**src/rtl/nrzi_destuff_pkg.sv**
```systemverilog
package nrzi_destuff_pkg;
  localparam int  RUN_LEN_DEF  = 6;
  localparam logic IDLE_LVL_DEF = 1'b1;

  function automatic int cnt_width(input int run_len);
    return (run_len < 1) ? 1 : $clog2(run_len + 1);
  endfunction
endpackage

```
**src/rtl/nrzi_level_tracker.sv**
```systemverilog
module nrzi_level_tracker #(
  parameter logic IDLE_LVL = 1'b1
) (
  input  logic clk,
  input  logic rst,
  input  logic clr,
  input  logic strobe,
  input  logic line_bit,
  output logic bit_dec
);
  logic prev_lvl;

  always_ff @(posedge clk) begin
    if (rst || clr)   prev_lvl <= IDLE_LVL;
    else if (strobe)  prev_lvl <= line_bit;
  end

  // no transition decodes as one, transition as zero
  assign bit_dec = ~(line_bit ^ prev_lvl);
endmodule

```
**src/rtl/destuff_counter.sv**
```systemverilog
module destuff_counter #(
  parameter int RUN_LEN = nrzi_destuff_pkg::RUN_LEN_DEF
) (
  input  logic clk,
  input  logic rst,
  input  logic clr,
  input  logic strobe,
  input  logic bit_in,
  output logic drop
);
  localparam int CW = nrzi_destuff_pkg::cnt_width(RUN_LEN);

  generate
    if (RUN_LEN > 0) begin : g_count
      logic [CW-1:0] run_cnt;
      assign drop = (run_cnt == CW'(RUN_LEN));

      always_ff @(posedge clk) begin
        if (rst || clr)            run_cnt <= '0;
        else if (strobe) begin
          if (drop || !bit_in)     run_cnt <= '0;
          else                     run_cnt <= run_cnt + 1'b1;
        end
      end

      AST_RUN_BOUND: assert property (@(posedge clk) disable iff (rst)
        run_cnt <= CW'(RUN_LEN));
      AST_RESTART_AFTER_DROP: assert property (@(posedge clk) disable iff (rst)
        (strobe && drop && !clr) |=> (run_cnt == '0));
    end else begin : g_nostuff
      assign drop = 1'b0;
    end
  endgenerate
endmodule

```
**src/rtl/nrzi_destuff.sv**
```systemverilog
module nrzi_destuff #(
  parameter int   RUN_LEN  = nrzi_destuff_pkg::RUN_LEN_DEF,
  parameter logic IDLE_LVL = nrzi_destuff_pkg::IDLE_LVL_DEF
) (
  input  logic clk,
  input  logic rst,
  input  logic sync_clr,
  input  logic line_bit,
  input  logic line_vld,
  output logic dout,
  output logic dout_vld,
  output logic stuff_err
);
  logic bit_dec;
  logic drop;
  logic take;

  assign take = line_vld && !sync_clr;

  nrzi_level_tracker #(.IDLE_LVL(IDLE_LVL)) u_lvl (
    .clk(clk), .rst(rst), .clr(sync_clr), .strobe(line_vld),
    .line_bit(line_bit), .bit_dec(bit_dec)
  );

  destuff_counter #(.RUN_LEN(RUN_LEN)) u_cnt (
    .clk(clk), .rst(rst), .clr(sync_clr), .strobe(line_vld),
    .bit_in(bit_dec), .drop(drop)
  );

  always_ff @(posedge clk) begin
    if (rst) begin
      dout      <= 1'b0;
      dout_vld  <= 1'b0;
      stuff_err <= 1'b0;
    end else begin
      dout_vld  <= take && !drop;
      stuff_err <= take && drop && bit_dec;
      if (take && !drop) dout <= bit_dec;
    end
  end

  AST_NO_SPURIOUS_VLD: assert property (@(posedge clk) disable iff (rst)
    dout_vld |-> ($past(line_vld) && !$past(sync_clr)));
  AST_ERR_EXCL_VLD: assert property (@(posedge clk) disable iff (rst)
    !(dout_vld && stuff_err));
  AST_ERR_SINGLE: assert property (@(posedge clk) disable iff (rst)
    stuff_err |=> !stuff_err);
  AST_CLR_QUIET: assert property (@(posedge clk) disable iff (rst)
    sync_clr |=> (!dout_vld && !stuff_err));
endmodule

```
**config.mk**
```make
export PLATFORM = sky130hd
export DESIGN_NAME = nrzi_destuff
export DESIGN_NICKNAME = d
export VERILOG_FILES = /design/src/rtl/nrzi_destuff_pkg.sv /design/src/rtl/nrzi_level_tracker.sv /design/src/rtl/destuff_counter.sv /design/src/rtl/nrzi_destuff.sv
export SDC_FILE = /design/constraint.sdc
export NUM_CORES = 1
export LEC_CHECK = 0
export BUFFER_PORTS_ARGS = -buffer_cell sky130_fd_sc_hd__buf_2
export CELL_PAD_IN_SITES_DETAIL_PLACEMENT = 2
export CELL_PAD_IN_SITES_GLOBAL_PLACEMENT = 2
export CORE_AREA = 2 2 39 41
export CTS_BUF_LIST = sky130_fd_sc_hd__clkbuf_16
export DETAILED_ROUTE_END_ITERATION = 10
export DIE_AREA = 0 0 41 43
export GPL_TIMING_DRIVEN = 1
export PLACE_DENSITY = 0.58
export SETUP_SLACK_MARGIN = 0.5
export SYNTH_ARGS = -nofsm -noshare
export SYNTH_HDL_FRONTEND = slang
export SYNTH_SLANG_ARGS = --single-unit
```
**constraint.sdc**
```tcl
create_clock -name clk -period 1.7 [get_ports clk]
set_clock_uncertainty 0.15 [all_clocks]
set_input_delay 0.34 -clock clk [delete_from_list [all_inputs] [get_ports clk]]
set_output_delay 0.34 -clock clk [all_outputs]
set_load 0.03 [all_outputs]
```
; Yosys cells after proc, flatten, opt, wreduce, memory -nomap -nowiden
; Index checks and enable logic that the tools add are counted.
[op_classes]
n_reduce_logical = 8
n_bitwise = 2
mux = 1
addsub = 1
eq_ne = 1
[op_table]
columns = operator, n
row1 = $logic_and 1x1->1, 4
row2 = $add 3x1->3 const B, 1
row3 = $eq 3x3->1 const B, 1
row4 = $mux 3, 1
row5 = $logic_not 1->1, 2
row6 = $logic_or 1x1->1, 2
row7 = $not 1->1, 1
row8 = $xor 1x1->1, 1
[word_totals]
reg_bits = 7
out_inout_bits = 3
in_bits = 5
word_cells = 18

; Depth between registers and ports, before layout
[logic_depth]
depth_word = 4
mapped_depth = 5
mapped_depth_nobuf = 5

; Cells and area by module
; A second synthesis with hierarchy kept.
[hier_totals]
hier_cells = 31
hier_area_um2 = 327.8
[by_module_without_submodules]
columns = mod, n_inst, cells_each, area_per_inst_um2, seq_area_each_um2
row1 = destuff_counter, 1, 16, 158.9, 60.1
row2 = nrzi_destuff, 1, 10, 122.6, 60.1
row3 = nrzi_level_tracker, 1, 5, 46.3, 20.0

; Worst setup path after synthesis
; No wires, ideal clock.
[synth_path]
kind = reg-to-reg
startpoint = register u_cnt.g_count.run_cnt[0]
endpoint = register u_cnt.g_count.run_cnt[0]
path_slack_ps = 111
period_less_slack_ps = 1589
required_ps = 1449
setup_ps = 101
path_stages_with_launch = 6
path_buffers = 0
arrival_ps = 1338
path_cell_list = dfxtp_1 > inv_1 > ha_1 > and2_4 > or3b_1 > o41ai_1
[synth_between]
elab_chain_cells = 3
elab_cells_between_ends = 4
classes_between = add/sub (1) / eq/ne (1) / mux (1) / reduce/logical (1)
[synth_rtl]
columns = element, line
row1 = "start, declared", destuff_counter.sv:15  ; logic [CW-1:0] run_cnt;
row2 = "start signal, assigned", destuff_counter.sv:22  ; else run_cnt <= run_cnt + 1'b1;
row3 = "parallel branches: the longest is 2 deep, another holds $add 3x1->3", n/a
row4 = $mux 3 *, destuff_counter.sv:21  ; if (drop || !bit_in) run_cnt <= '0;
; Mark *: on every way between the ends.
; A chain may end at the register's enable or synchronous reset.

; Worst setup path after layout
; Same ends and word-level chain as after synthesis.

==> summary by stage <==
Status
The flow ran to the end, and the final reports show no timing, DRC or antenna violations.

Synth
dfxtp_1 takes more of the synthesized area than any other cell. In the synthesized netlist, the cells that appear most often are 7 x dfxtp_1, 4 x nand2_1. The mean post-synth cell area is 9.593 um2. The number of nets produced by synthesis is 40. Of all flip-flops after synthesis, the portion carrying an async set or reset was 0. The post-synthesis cell count is 33. The share of synthesized area occupied by flip-flops and latches is 0.4427. The Yosys step of the flow raised 0 warnings. The share of synthesized area in the top cell type comes to 0.4427.

In this run, synthesis inferred 0 flip-flops with an integrated enable. The number of distinct library cells after synthesis is 19. Counting flops and latches in the post-synthesis netlist gives 7. Sorting the synthesized cells by area gives the leading types as dfxtp_1 44%, ha_1 7.9%, o41ai_1 5.5%, nand2_1 4.7%, nand3b_1 4.7%. The area of the mapped netlist is 316.6 um2.

The most instantiated library cell after synthesis is dfxtp_1. For this run, the leading register cell type out of synthesis is dfxtp_1.

CTS
The clock root buffer is clkbuf_16. CTS saw 7 sinks. The CTS clock-pin slew for the worst setup and hold paths is 0.04 ns. The later pin in the worst-skew pair is clocked with a latency of 0.23 ns. The maximum clock path buffer count is 2. TritonCTS built the clock tree. The H-tree depth is 1. Clock tree synthesis inserted a total of 3 buffers. The post-cts hold buffer count is 0.

Layout
In the final layout, the share of cells above drive strength 1 is 0.5208. The area used by multi-input combinational logic is 205.2 um2. Relative to the synthesized area, the layout overhead comes to 69.57%.

The footprint of the flip-flops and latches is 145.1 um2. The final layout contains 56 nets. Fill cells in the final layout number 148. The diode insertion count for antenna repair is 0. The area of all placed cells without fillers is 536.8 um2.

Worst setup path
The worst setup path category is register to register. The kind of end point of the critical path is a register. Data on the critical path is required at its endpoint by 1.68 ns. STA puts the critical path data arrival time at 1.48 ns. The peak fanout along the critical path is 3. The worst setup path is launched from a register.

Routing
The initial detailed-routing violation count is 5. Summing over every cut layer, the via total after detailed routing is 306. The remaining antenna violation count is 0.

The total routed wirelength is 921 um. After detailed routing, the number of vias per cell comes to 4.781. Dividing the detail-routed wire length by the instance count gives 14.39 um. The first detailed-routing pass ran for 3 iterations. The number of remaining DRC errors is 0.

STA
Dividing the final minimum period by the clock period gives 0.8833. Adding up every negative setup slack in the final design gives 0 ns. For this run, the top clock speed supported by timing is 665.9 MHz. The count of final max-slew check failures was 0. Setup repair after global routing could not meet its margin everywhere.

The smallest clock period supported by the final layout is computed as 1.502 ns. The worst max-slew margin expressed relative to the limit is 0.7452. For the pin with the worst max-slew slack, the measured transition is 0.3809 ns. The hold violation count in the final report is 0. The number of setup violations in the final report is 0.

Worst hold path
The min-delay analysis places its worst path in the category primary input to register.

GRT
In the global route stage, overall resource usage came out at 0.1407. The global routing usage on met1 is 0.1548. In the global route stage, met2 resource usage came out at 0.2000. The largest net degree at the start of global routing is 10. The most crowded layer after global routing is met2. The first-pass GRT wire length is 1.524 mm.

The total congestion overflow is 0. The initial antenna violation count was 0. The number of global-route vias before repair is 321.

The met3 capacity usage during global routing is 0.05236.

Job
The tool flagged a number of max-cap violations equal to 0.

Die
8 I/O pins were placed. The die covers 1763 um2. The die extent in x is 41 um. For this configuration, the core starts out at a cell density of 0.2288.

The core outline area is 1384 um2. The floorplan has 14 rows. The die extent in y is 43 um.

Power and ir drop
The relative contribution of combinational cells to total power is 0.073. The fraction of power consumed by the clock network is 0.652. VDD sags by at most 0.4971 mV. The static leakage power is 0.2391 nW. The portion of total power attributed to sequential cells is 0.275. For this design the total switching power over the nets is 0.1258 mW. In this run the power density over the cells is 1157 nW/um2. The internal power of the cells totals 0.4951 mW. Of the total power, the share spent switching nets is 0.2026.

Placement
The detailed placement HPWL is 554.3 um. The cell area after placement is 380.4 um2. The congestion estimate from routability-driven global placement came to 0.6482. The count of buffers inserted at the top-level ports is 7.
## logic make-up (layout without fill, tap and decap cells)
family,after synthesis,in the layout,synth area share
adders and majority gates,2,2,0.07904
buffers and inverters,2,17,0.02764
and+or+nand+nor,14,14,0.2648
AOI/OAI and AO/OA,6,6,0.1265
xor gates and xnor gates,1,1,0.02767
muxes,1,1,0.03162
DFF,7,7,0.4427
## area by class of cell
cell class | count | share of cell area
Multi-Input combinational cell | 24 | 0.3823
Sequential cell | 7 | 0.2704
Timing Repair Buffer | 12 | 0.1562
Clock buffer | 3 | 0.1399
Tap cell | 16 | 0.03730
Clock inverter | 1 | 0.006993
Inverter | 1 | 0.006993
## power groups by stage
stage,Combinational (mW),Clock (mW),Sequential [mW]
after floorplan,0.0165,0,0.178
after global placement,0.0318,0,0.174
after detailed placement,0.0334,0,0.175
after CTS,0.0437,0.412,0.171
after global routing,0.0495,0.423,0.171
final,0.0452,0.405,0.171
## registers in the layout (all words and copies together) (netlist names)
name                   count
dout_vld                   1
stuff_err                  1
u_lvl.prev_lvl             1
u_cnt.g_count.run_cnt      3
dout                       1
## placed cells by master (no fill, tap or decap)
cell type / instances
a21oi_1: 1
a21oi_2: 1
and2_4: 1
and4b_1: 1
buf_2: 4
buf_4: 7
buf_6: 1
clkbuf_16: 3
dfxtp_1: 5
dfxtp_2: 1
dfxtp_4: 1
ha_1: 1
ha_4: 1
inv_1: 1
inv_2: 1
mux2i_1: 1
nand2_1: 4
nand2b_1: 1
nand3b_1: 2
nor2_1: 2
nor3_1: 1
o211ai_1: 1
o21ai_0: 1
o41ai_2: 2
or3_4: 1
or3b_4: 1
xor2_1: 1
## worst max-delay path: stages, from the launching register on
cell     delay, ns
dfxtp_4       0.34
inv_2         0.04
ha_4          0.14
and2_4        0.14
or3b_4        0.38
o41ai_2       0.20
## worst paths after layout
| check | from | endpoint | slack, ns | cells after the start |
|---|---|---|---|---|
| setup reg to reg | u_cnt.g_count.run_cnt[0] | u_cnt.g_count.run_cnt[0] | 0.20 | 5 |
| setup / recovery | u_cnt.g_count.run_cnt[0] | u_cnt.g_count.run_cnt[0] | 0.20 | 5 |
| hold / removal | rst | dout | 0.17 | 2 |
| hold reg to reg | u_lvl.prev_lvl | u_lvl.prev_lvl | 0.34 | 2 |
## metrics by stage
step                total power, mW  instances  hold WS (ns)  worst slack (ns)    util
finish                       0.6210         64        0.1739            0.1983  0.3879
global route                 0.6438         64        0.1862            0.1434  0.3879
CTS                          0.6264         62        0.1710            0.1846  0.3770
detailed placement           0.2080         55        0.3258           0.08111  0.2749
global placement             0.2058         55        0.3059           0.09846  0.2749
floorplan                    0.1950         33        0.2591            0.1699       -
## layer usage
layer	vias to the layer above	part of all wire
li1	148	-
met1	146	0.40
met2	9	0.51
met3	3	0.050
met4	0	0.031
met5	-	0
## timing repair
item	CTS	global route
buffers inserted	3	2
setup endpoints to repair	6	4
pin swaps	3	2
gates resized for setup	11	0
(Power assumes the default switching activity.)
